===== config.mk =====
export PLATFORM = sky130hd
export DESIGN_NAME = irq_prio_ctrl
export DESIGN_NICKNAME = d
export VERILOG_FILES = /design/src/rtl/irq_prio_pkg.sv /design/src/rtl/irq_en_regs.sv /design/src/rtl/irq_pend_bank.sv /design/src/rtl/irq_prio_pick.sv /design/src/rtl/irq_prio_ctrl.sv
export SDC_FILE = /design/constraint.sdc
export NUM_CORES = 1
export LEC_CHECK = 0
export CAP_MARGIN = 10
export CORE_MARGIN = 3
export CORE_UTILIZATION = 28
export CTS_BUF_LIST = sky130_fd_sc_hd__clkbuf_8 sky130_fd_sc_hd__clkbuf_16
export DETAILED_ROUTE_END_ITERATION = 10
export SLEW_MARGIN = 20
export SYNTH_ARGS = -nofsm -noshare
export SYNTH_HDL_FRONTEND = slang
export SYNTH_SLANG_ARGS = --single-unit

===== constraint.sdc =====
create_clock -name clk -period 1.7 [get_ports clk]
set_clock_uncertainty 0.1 [all_clocks]
set_input_delay 0.17 -clock clk [delete_from_list [all_inputs] [get_ports clk]]
set_output_delay 0.17 -clock clk [all_outputs]
set_load 0.01 [all_outputs]

===== src/rtl/irq_prio_pkg.sv =====
package irq_prio_pkg;
  localparam int NUM_SRC = 11;
  localparam int VEC_W   = $clog2(NUM_SRC);
  localparam int REG_W   = 8;

  localparam int SRC_BUSRST = 0;
  localparam int SRC_T128   = 1;
  localparam int SRC_T1024  = 2;
  localparam int SRC_EP0    = 3;
  localparam int NUM_EP     = 5;
  localparam int SRC_DAC    = 8;
  localparam int SRC_GPIO   = 9;
  localparam int SRC_SER    = 10;

  localparam logic [REG_W-1:0] SYS_IMPL_MASK = 8'h77;
  localparam logic [REG_W-1:0] EP_IMPL_MASK  = 8'h1F;

  typedef logic [NUM_SRC-1:0] src_vec_t;

  function automatic src_vec_t lowest_onehot(input src_vec_t v);
    return v & (~v + src_vec_t'(1));
  endfunction

  function automatic logic [VEC_W-1:0] onehot_to_idx(input src_vec_t oh);
    logic [VEC_W-1:0] idx;
    idx = '0;
    for (int i = 0; i < NUM_SRC; i++) begin
      if (oh[i]) idx = idx | VEC_W'(i);
    end
    return idx;
  endfunction

  function automatic src_vec_t map_enables(input logic [REG_W-1:0] sys_r,
                                           input logic [REG_W-1:0] ep_r);
    src_vec_t m;
    m = '0;
    m[SRC_BUSRST] = sys_r[0];
    m[SRC_T128]   = sys_r[1];
    m[SRC_T1024]  = sys_r[2];
    for (int k = 0; k < NUM_EP; k++) m[SRC_EP0 + k] = ep_r[k];
    m[SRC_DAC]    = sys_r[4];
    m[SRC_GPIO]   = sys_r[5];
    m[SRC_SER]    = sys_r[6];
    return m;
  endfunction
endpackage


===== src/rtl/irq_en_regs.sv =====
module irq_en_regs
  import irq_prio_pkg::*;
#(
  parameter int ADDR_W = 8,
  parameter logic [ADDR_W-1:0] SYS_ADDR = 8'h20,
  parameter logic [ADDR_W-1:0] EP_ADDR  = 8'h21
) (
  input  logic              clk,
  input  logic              rst_n,
  input  logic              bus_we,
  input  logic [ADDR_W-1:0] bus_addr,
  input  logic [REG_W-1:0]  bus_wdata,
  output src_vec_t          en_vec
);
  logic [REG_W-1:0] sys_q, ep_q;
  logic sys_hit, ep_hit;

  assign sys_hit = bus_we && (bus_addr == SYS_ADDR);
  assign ep_hit  = bus_we && (bus_addr == EP_ADDR);

  always_ff @(posedge clk or negedge rst_n) begin
    if (!rst_n) begin
      sys_q <= '0;
      ep_q  <= '0;
    end else begin
      if (sys_hit) sys_q <= bus_wdata & SYS_IMPL_MASK;
      if (ep_hit)  ep_q  <= bus_wdata & EP_IMPL_MASK;
    end
  end

  assign en_vec = map_enables(sys_q, ep_q);
endmodule


===== src/rtl/irq_pend_bank.sv =====
module irq_pend_bank
  import irq_prio_pkg::*;
(
  input  logic     clk,
  input  logic     rst_n,
  input  src_vec_t set_vec,
  input  src_vec_t clr_vec,
  output src_vec_t pend_q
);
  for (genvar i = 0; i < NUM_SRC; i++) begin : g_flop
    always_ff @(posedge clk or negedge rst_n) begin
      if (!rst_n)          pend_q[i] <= 1'b0;
      else if (set_vec[i]) pend_q[i] <= 1'b1;
      else if (clr_vec[i]) pend_q[i] <= 1'b0;
    end
  end
endmodule


===== src/rtl/irq_prio_pick.sv =====
module irq_prio_pick
  import irq_prio_pkg::*;
(
  input  src_vec_t         req_vec,
  output logic             any_req,
  output src_vec_t         win_onehot,
  output logic [VEC_W-1:0] win_idx
);
  assign any_req    = |req_vec;
  assign win_onehot = lowest_onehot(req_vec);
  assign win_idx    = onehot_to_idx(win_onehot);
endmodule


===== src/rtl/irq_prio_ctrl.sv =====
module irq_prio_ctrl
  import irq_prio_pkg::*;
#(
  parameter int ADDR_W = 8,
  parameter logic [ADDR_W-1:0] SYS_ADDR = 8'h20,
  parameter logic [ADDR_W-1:0] EP_ADDR  = 8'h21
) (
  input  logic              clk,
  input  logic              rst_n,
  input  logic [10:0]       src_event,
  input  logic              bus_we,
  input  logic [ADDR_W-1:0] bus_addr,
  input  logic [7:0]        bus_wdata,
  input  logic              instr_done,
  input  logic              ei,
  output logic              gie,
  output logic              irq_pending,
  output logic              vec_call,
  output logic [3:0]        vec_idx
);
  src_vec_t en_vec, pend_q, req_vec, win_onehot, ack_onehot;
  logic any_req, ack_fire;
  logic [VEC_W-1:0] win_idx;

  irq_en_regs #(.ADDR_W(ADDR_W), .SYS_ADDR(SYS_ADDR), .EP_ADDR(EP_ADDR)) u_en (
    .clk(clk), .rst_n(rst_n), .bus_we(bus_we), .bus_addr(bus_addr),
    .bus_wdata(bus_wdata), .en_vec(en_vec)
  );

  assign req_vec = pend_q & en_vec & {NUM_SRC{gie}};

  irq_prio_pick u_pick (
    .req_vec(req_vec), .any_req(any_req),
    .win_onehot(win_onehot), .win_idx(win_idx)
  );

  assign ack_fire   = instr_done && any_req;
  assign ack_onehot = ack_fire ? win_onehot : '0;

  irq_pend_bank u_pend (
    .clk(clk), .rst_n(rst_n), .set_vec(src_event),
    .clr_vec(ack_onehot), .pend_q(pend_q)
  );

  always_ff @(posedge clk or negedge rst_n) begin
    if (!rst_n) begin
      gie      <= 1'b0;
      vec_call <= 1'b0;
      vec_idx  <= '0;
    end else begin
      vec_call <= ack_fire;
      if (ack_fire) begin
        gie     <= 1'b0;
        vec_idx <= win_idx;
      end else if (ei) begin
        gie <= 1'b1;
      end
    end
  end

  assign irq_pending = |pend_q;
endmodule


# [After elaboration in Yosys (flattened, before gate mapping)]
# Index checks and enable logic that the tools add are counted.
# Widths: inputs -> output; s select.
[totals] ff_bits=28 latch_bits=0 ramBits=0 romBits=0 in_bits=32 out_inout_bits=7 word_cells=75 n_memories=0
[op_classes] n_addsub=1 n_mul=0 div=0 n_lt_le_gt_ge=0 eq_ne=2 shift=0 mux=35 n_bitwise=4 n_reduce_logical=17
[ops] op="$and 11x11->11" count=3
[ops] op="$mux 1" count=25
[ops] op="$reduce_bool 2->1" count=12
[ops] op="$reduce_or 11->1" count=2
[ops] op="$eq 8x6->1 const B" count=2
[ops] op="$mux 3" count=4
[ops] op="$mux 4" count=3
[ops] op="$add 11x1->11 const B" count=1
[ops] op="$mux 11" count=1
[ops] op="$not 11->11" count=1
[ops] op="$mux 2" count=2
[ops] op="$logic_and 1x1->1" count=3

# [Logic depth before layout (Yosys ltp)]
[logic_depth] depth_word=15 depth_mapped=5 mapped_depth_nobuf=5

# [Hierarchy]
# Synthesis repeated with hierarchy kept, for this count alone.
[unflattened] cells_unflattened=134 hier_area_um2=1482.7
[modules_own_cells] module="irq_en_regs" n_inst=1 cells_per_inst=28 area_each_um2=466.7 seq_area_each_um2=275.3
[modules_own_cells] module="irq_prio_ctrl" n_inst=1 cells_per_inst=42 area_each_um2=407.9 seq_area_each_um2=150.1
[modules_own_cells] module="irq_pend_bank" n_inst=1 cells_per_inst=33 area_each_um2=399.1 seq_area_each_um2=275.3
[modules_own_cells] module="irq_prio_pick" n_inst=1 cells_per_inst=31 area_each_um2=209.0 seq_area_each_um2=0.0

# [Worst setup path after synthesis]
# No wires, ideal clock.
[synth_timing] path_kind="flip-flop to flip-flop" from="register u_pend.pend_q[4]" to="register u_pend.pend_q[10]" setup_time_ns=0.118 arrival_ns=1.337 required_ns=1.482 path_slack_ns=0.145 path_stages_with_launch=6 path_buffers=0 synth_period_minus_slack_ns=1.555 cell_sequence="dfrtp_1 -> a22oi_4 -> nand3_1 -> nor4_2 -> nand2_1 -> a21o_1"
[synth_via] elab_chain_len=7 elab_cells_between_ends=9 classes_between="add/sub: 1; mux: 1; bitwise: 4; reduce/logical: 3"
[synth_rtl] element="start: declaration" line_no="irq_pend_bank.sv:8" source="output src_vec_t pend_q"
[synth_rtl] element="start signal: indexed assignment" line_no="irq_pend_bank.sv:12" source="if (!rst_n) pend_q[i] <= 1'b0;"
[synth_rtl] element="start signal: indexed assignment" line_no="irq_pend_bank.sv:13" source="else if (set_vec[i]) pend_q[i] <= 1'b1;"
[synth_rtl] element="start signal: indexed assignment" line_no="irq_pend_bank.sv:14" source="else if (clr_vec[i]) pend_q[i] <= 1'b0;"
[synth_rtl] element="$and 11x11->11 * (2 in a row)" line_no="irq_prio_ctrl.sv:30" source="assign req_vec = pend_q & en_vec & {NUM_SRC{gie}};"
[synth_rtl] element="$not 11->11" line_no="irq_prio_pkg.sv:21" source="return v & (~v + src_vec_t'(1));"
[synth_rtl] element="$add 11x1->11" line_no="irq_prio_pkg.sv:21"
[synth_rtl] element="$and 11x11->11" line_no="irq_prio_pkg.sv:21"
[synth_rtl] element="$mux 11 *" line_no="irq_prio_ctrl.sv:38" source="assign ack_onehot = ack_fire ? win_onehot : '0;"
[synth_rtl] element="$reduce_bool 2->1 (no source line) *"
# Mark *: on every way between the ends. The rest lies on a longest branch, timed or not.
# A chain may end at the register's enable or synchronous reset.

# [Final worst setup path]
[layout_timing] from="register u_en.sys_q[2]" to="register u_pend.pend_q[9]"
[layout_via] elab_chain_len=7 elab_cells_between_ends=9 classes_between="add/sub: 1; mux: 1; bitwise: 4; reduce/logical: 3"
[layout_rtl] element="start: declaration" line_no="irq_en_regs.sv:15" source="logic [REG_W-1:0] sys_q, ep_q;"
[layout_rtl] element="start signal: assignment" line_no="irq_en_regs.sv:26" source="if (sys_hit) sys_q <= bus_wdata & SYS_IMPL_MASK;"
[layout_rtl] element="$and 11x11->11 * (2 in a row)" line_no="irq_prio_ctrl.sv:30"
[layout_rtl] element="$not 11->11" line_no="irq_prio_pkg.sv:21"
[layout_rtl] element="$add 11x1->11" line_no="irq_prio_pkg.sv:21"
[layout_rtl] element="$and 11x11->11" line_no="irq_prio_pkg.sv:21"
[layout_rtl] element="$mux 11 *" line_no="irq_prio_ctrl.sv:38"
[layout_rtl] element="$reduce_bool 2->1 (no source line) *"
# Marks and branches as above.

==> flow_metrics.env <==
export IMPL_fin_crit_sh=1.01
export IMPL_track_usage=0.131
export IMPL_path_class="register to register"
export IMPL_crit_required_ns=1.77
export IMPL_clkPwrFrac=0.213
export IMPL_grt_pass1_vias=1324
export IMPL_clockBufferDepth=2
export IMPL_ir_drop_mv=0.313
export IMPL_yosys_area_share_simple=0.206
export IMPL_gp_congestion=0.857
export IMPL_fin_ws_ns=-0.0248
export IMPL_synth_fa_ha_area_frac=0
export IMPL_drt_antenna_violating_nets=0
export IMPL_worst_setup_path_end_kind="register"
export IMPL_worst_pin_slew_ns=0.378
export IMPL_intPower_w=0.00119
export IMPL_crit_cells=4
export IMPL_routed_wl_um=3650
export IMPL_grt_pass1_wl_um=6310
export IMPL_maxSlewViolCount=0
export IMPL_synth_seq_cells=28
export IMPL_vias_per_cell=5.01
export IMPL_final_util=0.447
export IMPL_slew_headroom=0.748
export IMPL_violations="setup timing"
export IMPL_dp_cells=253
export IMPL_fp_dieW_um=76.7
export IMPL_reg2reg_from="u_en.sys_q[2]"
export IMPL_chipHeight_um=76.7
export IMPL_crit_path_cell_trace="a222oi_1, nand4_1, o31ai_1, nand2b_1"
export IMPL_max_stage_delay_ns=0.43
export IMPL_period_minus_slack_ns=1.72
export IMPL_startpoint_type="register"
export IMPL_rrSetupSlack_ns=-0.02
export IMPL_synthCells=130
export IMPL_path_max_fanout=4
export IMPL_r2r_cells=4
export IMPL_dr_pass1_iters=4
export IMPL_rr_endpoint="u_pend.pend_q[9]"
export IMPL_htree_num_levels=1
export IMPL_p_sw_w=0.000533
export IMPL_area_growth_pct=52.7
export IMPL_hold_path_class="primary input to async pin"
export IMPL_root_buffer="clkbuf_8"
export IMPL_p_seq_frac=0.451
export IMPL_cp_num_buf_inv=0
export IMPL_crit_family="compound AO/OA/AOI/OAI gates"
export IMPL_power_switching_share=0.309
export IMPL_cts_tree="done"
export IMPL_placement_rows=25
export IMPL_synth_cell_types=35
export IMPL_power_leakage_nw=0.850
export IMPL_core_area_um2=4790
export IMPL_critPathCapture="u_pend.pend_q[9]"
export IMPL_ys_seq_area_frac=0.500
export IMPL_initial_core_util=0.293
export IMPL_synth_xor_area_share=0
export IMPL_synth_yosys_warnings=0
export IMPL_instances_no_fill=261
export IMPL_layout_nets=228
export IMPL_cap_violations=0
export IMPL_synth_top_family_by_area="simple AND/OR/NAND/NOR gates"
export IMPL_synthesis_nets=162
export IMPL_portBuffers=37
export IMPL_max_freq_ghz=0.580
export IMPL_ios=39
export IMPL_antenna_found_initial=0
export IMPL_worstSkewPairLatency_ns=0.28
export IMPL_power_frac_comb=0.336
export IMPL_wl_per_cell_um=14.0
export IMPL_cts_sinks=28
export IMPL_worstSetupStartpoint="u_en.sys_q[2]"
export IMPL_drive_above_1_share=0.314
export IMPL_crit_arrival_ns=1.79
export IMPL_hpwl_um=2830
export IMPL_dieArea_um2=5890
export IMPL_finalHoldViolCount=0
export IMPL_cts_reportedPaths_clkPinSlew_ns=0.10
export IMPL_gr_total_overflow=0
export IMPL_drt_iter0_drc=62
export IMPL_rsz0062_at_grt="yes"
export IMPL_cpMaxStageDelayCell="a222oi_1"
export IMPL_setup_viol=3
export IMPL_muxShareOfSynthArea=0.0885
export IMPL_diodes=0
export IMPL_cts_buffers=3
export IMPL_synth_area_per_cell_um2=10.8
export IMPL_vias=1308
export IMPL_synth_compound_area_frac=0.190
export IMPL_status="finished with violations"
export IMPL_p_per_area_nw_per_um2=808
export IMPL_drc=0
export IMPL_grt_max_degree=29
export IMPL_netlist_area_um2=1400
cell usage in the layout, fill, tap and decap left out, types with 5 or more instances in the layout:
cell type        count
clkdlybuf4s50_1     36
dfrtp_1             25
buf_4               25
nand2_1             17
mux2_2              11
a21o_1               9
nand4_1              8
nand3_1              7
nor2_1               6
o21ai_1              5
metrics by stage:
stage	power, W	instance area (µm²)	hold slack (ns)	TNS, ns	setup WS, ns
2_1_floorplan	0.00104	1400	-0.226	0	0.145
3_3_place_gp	0.00132	2000	0.374	-1.32	-0.209
3_5_place_dp	0.00133	2000	0.375	-1.75	-0.277
4_1_cts	0.00169	2060	0.182	0	0.0102
5_1_grt	0.00183	2140	0.199	-0.270	-0.0683
6_report	0.00173	2140	0.154	-0.0366	-0.0248
worst min path at each step:
| stage | startpoint | endpoint | slack, ns | cells after the start |
|---|---|---|---|---|
| 2_1_floorplan | rst_n | gie | -0.23 | 0 |
| 3_3_place_gp | vec_idx[0] | vec_idx[0] | 0.37 | 2 |
| 3_5_place_dp | vec_idx[3] | vec_idx[3] | 0.38 | 2 |
| 4_1_cts | rst_n | gie | 0.18 | 2 |
| 5_1_grt | rst_n | vec_idx[3] | 0.20 | 2 |
| 6_report | rst_n | vec_idx[1] | 0.15 | 2 |
state kept, by name (all words and copies together) (netlist names):
name	cells
u_en.sys_q	6
u_pend.pend_q	11
u_en.ep_q	5
gie	1
vec_call	1
vec_idx	4
repair_timing:
action,in CTS,in global routing
resized for setup,5,13
endpoints found under the setup margin,2,18
pin swaps,3,8
hold buffers,0,0
hold endpoints to repair,0,0
setup buffers,0,5
power by group through the flow:
stage,clock network (W),registers (W),logic (W)
after floorplan,0,0.000812,0.000232
after global placement,0,0.000787,0.000533
after detailed placement,0,0.000791,0.000539
after CTS,0.000374,0.000778,0.000541
after global routing,0.000406,0.000790,0.000634
final,0.000368,0.000779,0.000581
metal layers:
layer  global-route usage  wire length [µm]  up-vias
li1                     -                 -      622
met1                0.172              1650      629
met2                0.216              1750       47
met3               0.0223               188       10
met4               0.0489                66        0
met5                    0                 0        -
logic make-up (layout without fill, tap and decap cells):
logic type / Yosys count / count (layout)
AO/OA/AOI/OAI: 32 / 32
AND/OR/NAND/NOR: 54 / 54
buffers and inverters: 5 / 69
flip-flops: 28 / 28
multiplexers: 11 / 11
cell usage after synthesis:
cell,number,area (µm²)
a21o_2,1,8.76
nand4_4,1,21.3
nor2_1,6,22.5
o211ai_1,1,7.51
a31oi_2,1,12.5
clkbuf_1,1,3.75
a22oi_4,1,21.3
nor2_2,2,12.5
a211o_1,1,8.76
inv_1,2,7.51
a21oi_1,3,15.0
a222oi_1,1,10.0
nand2b_1,2,12.5
o21ai_1,4,20.0
nor4_1,3,18.8
buf_2,1,5.00
nand4_1,8,50.1
nand2_1,17,63.8
a31oi_1,1,6.26
nor3b_1,1,7.51
o31ai_1,1,7.51
nand3_1,8,40.0
o21ai_0,1,5.00
a22o_1,2,17.5
nor4_2,1,12.5
a22oi_1,2,15.0
a21o_1,9,67.6
inv_2,1,3.75
dfrtp_1,28,701
a32o_1,1,10.0
mux2_2,11,124
o211ai_4,1,21.3
nor3_1,3,15.0
a22oi_2,1,12.5
and3_1,2,12.5
worst reg2reg max path, cell delays in order, from the launching register on:
cell	delay, ns
dfrtp_1	0.42
a222oi_1	0.43
nand4_1	0.30
o31ai_1	0.28
nand2b_1	0.09
area by class of cell:
cell class / count / area (µm²)
clock buffers: 3 / 41.3
fillers: 446 / 2650
inverters: 3 / 11.3
multi-input cells: 97 / 733
flip-flops and latches: 28 / 704
well taps: 67 / 83.8
repair buffers: 63 / 564
Note: power is estimated with default switching activity, not from simulation.
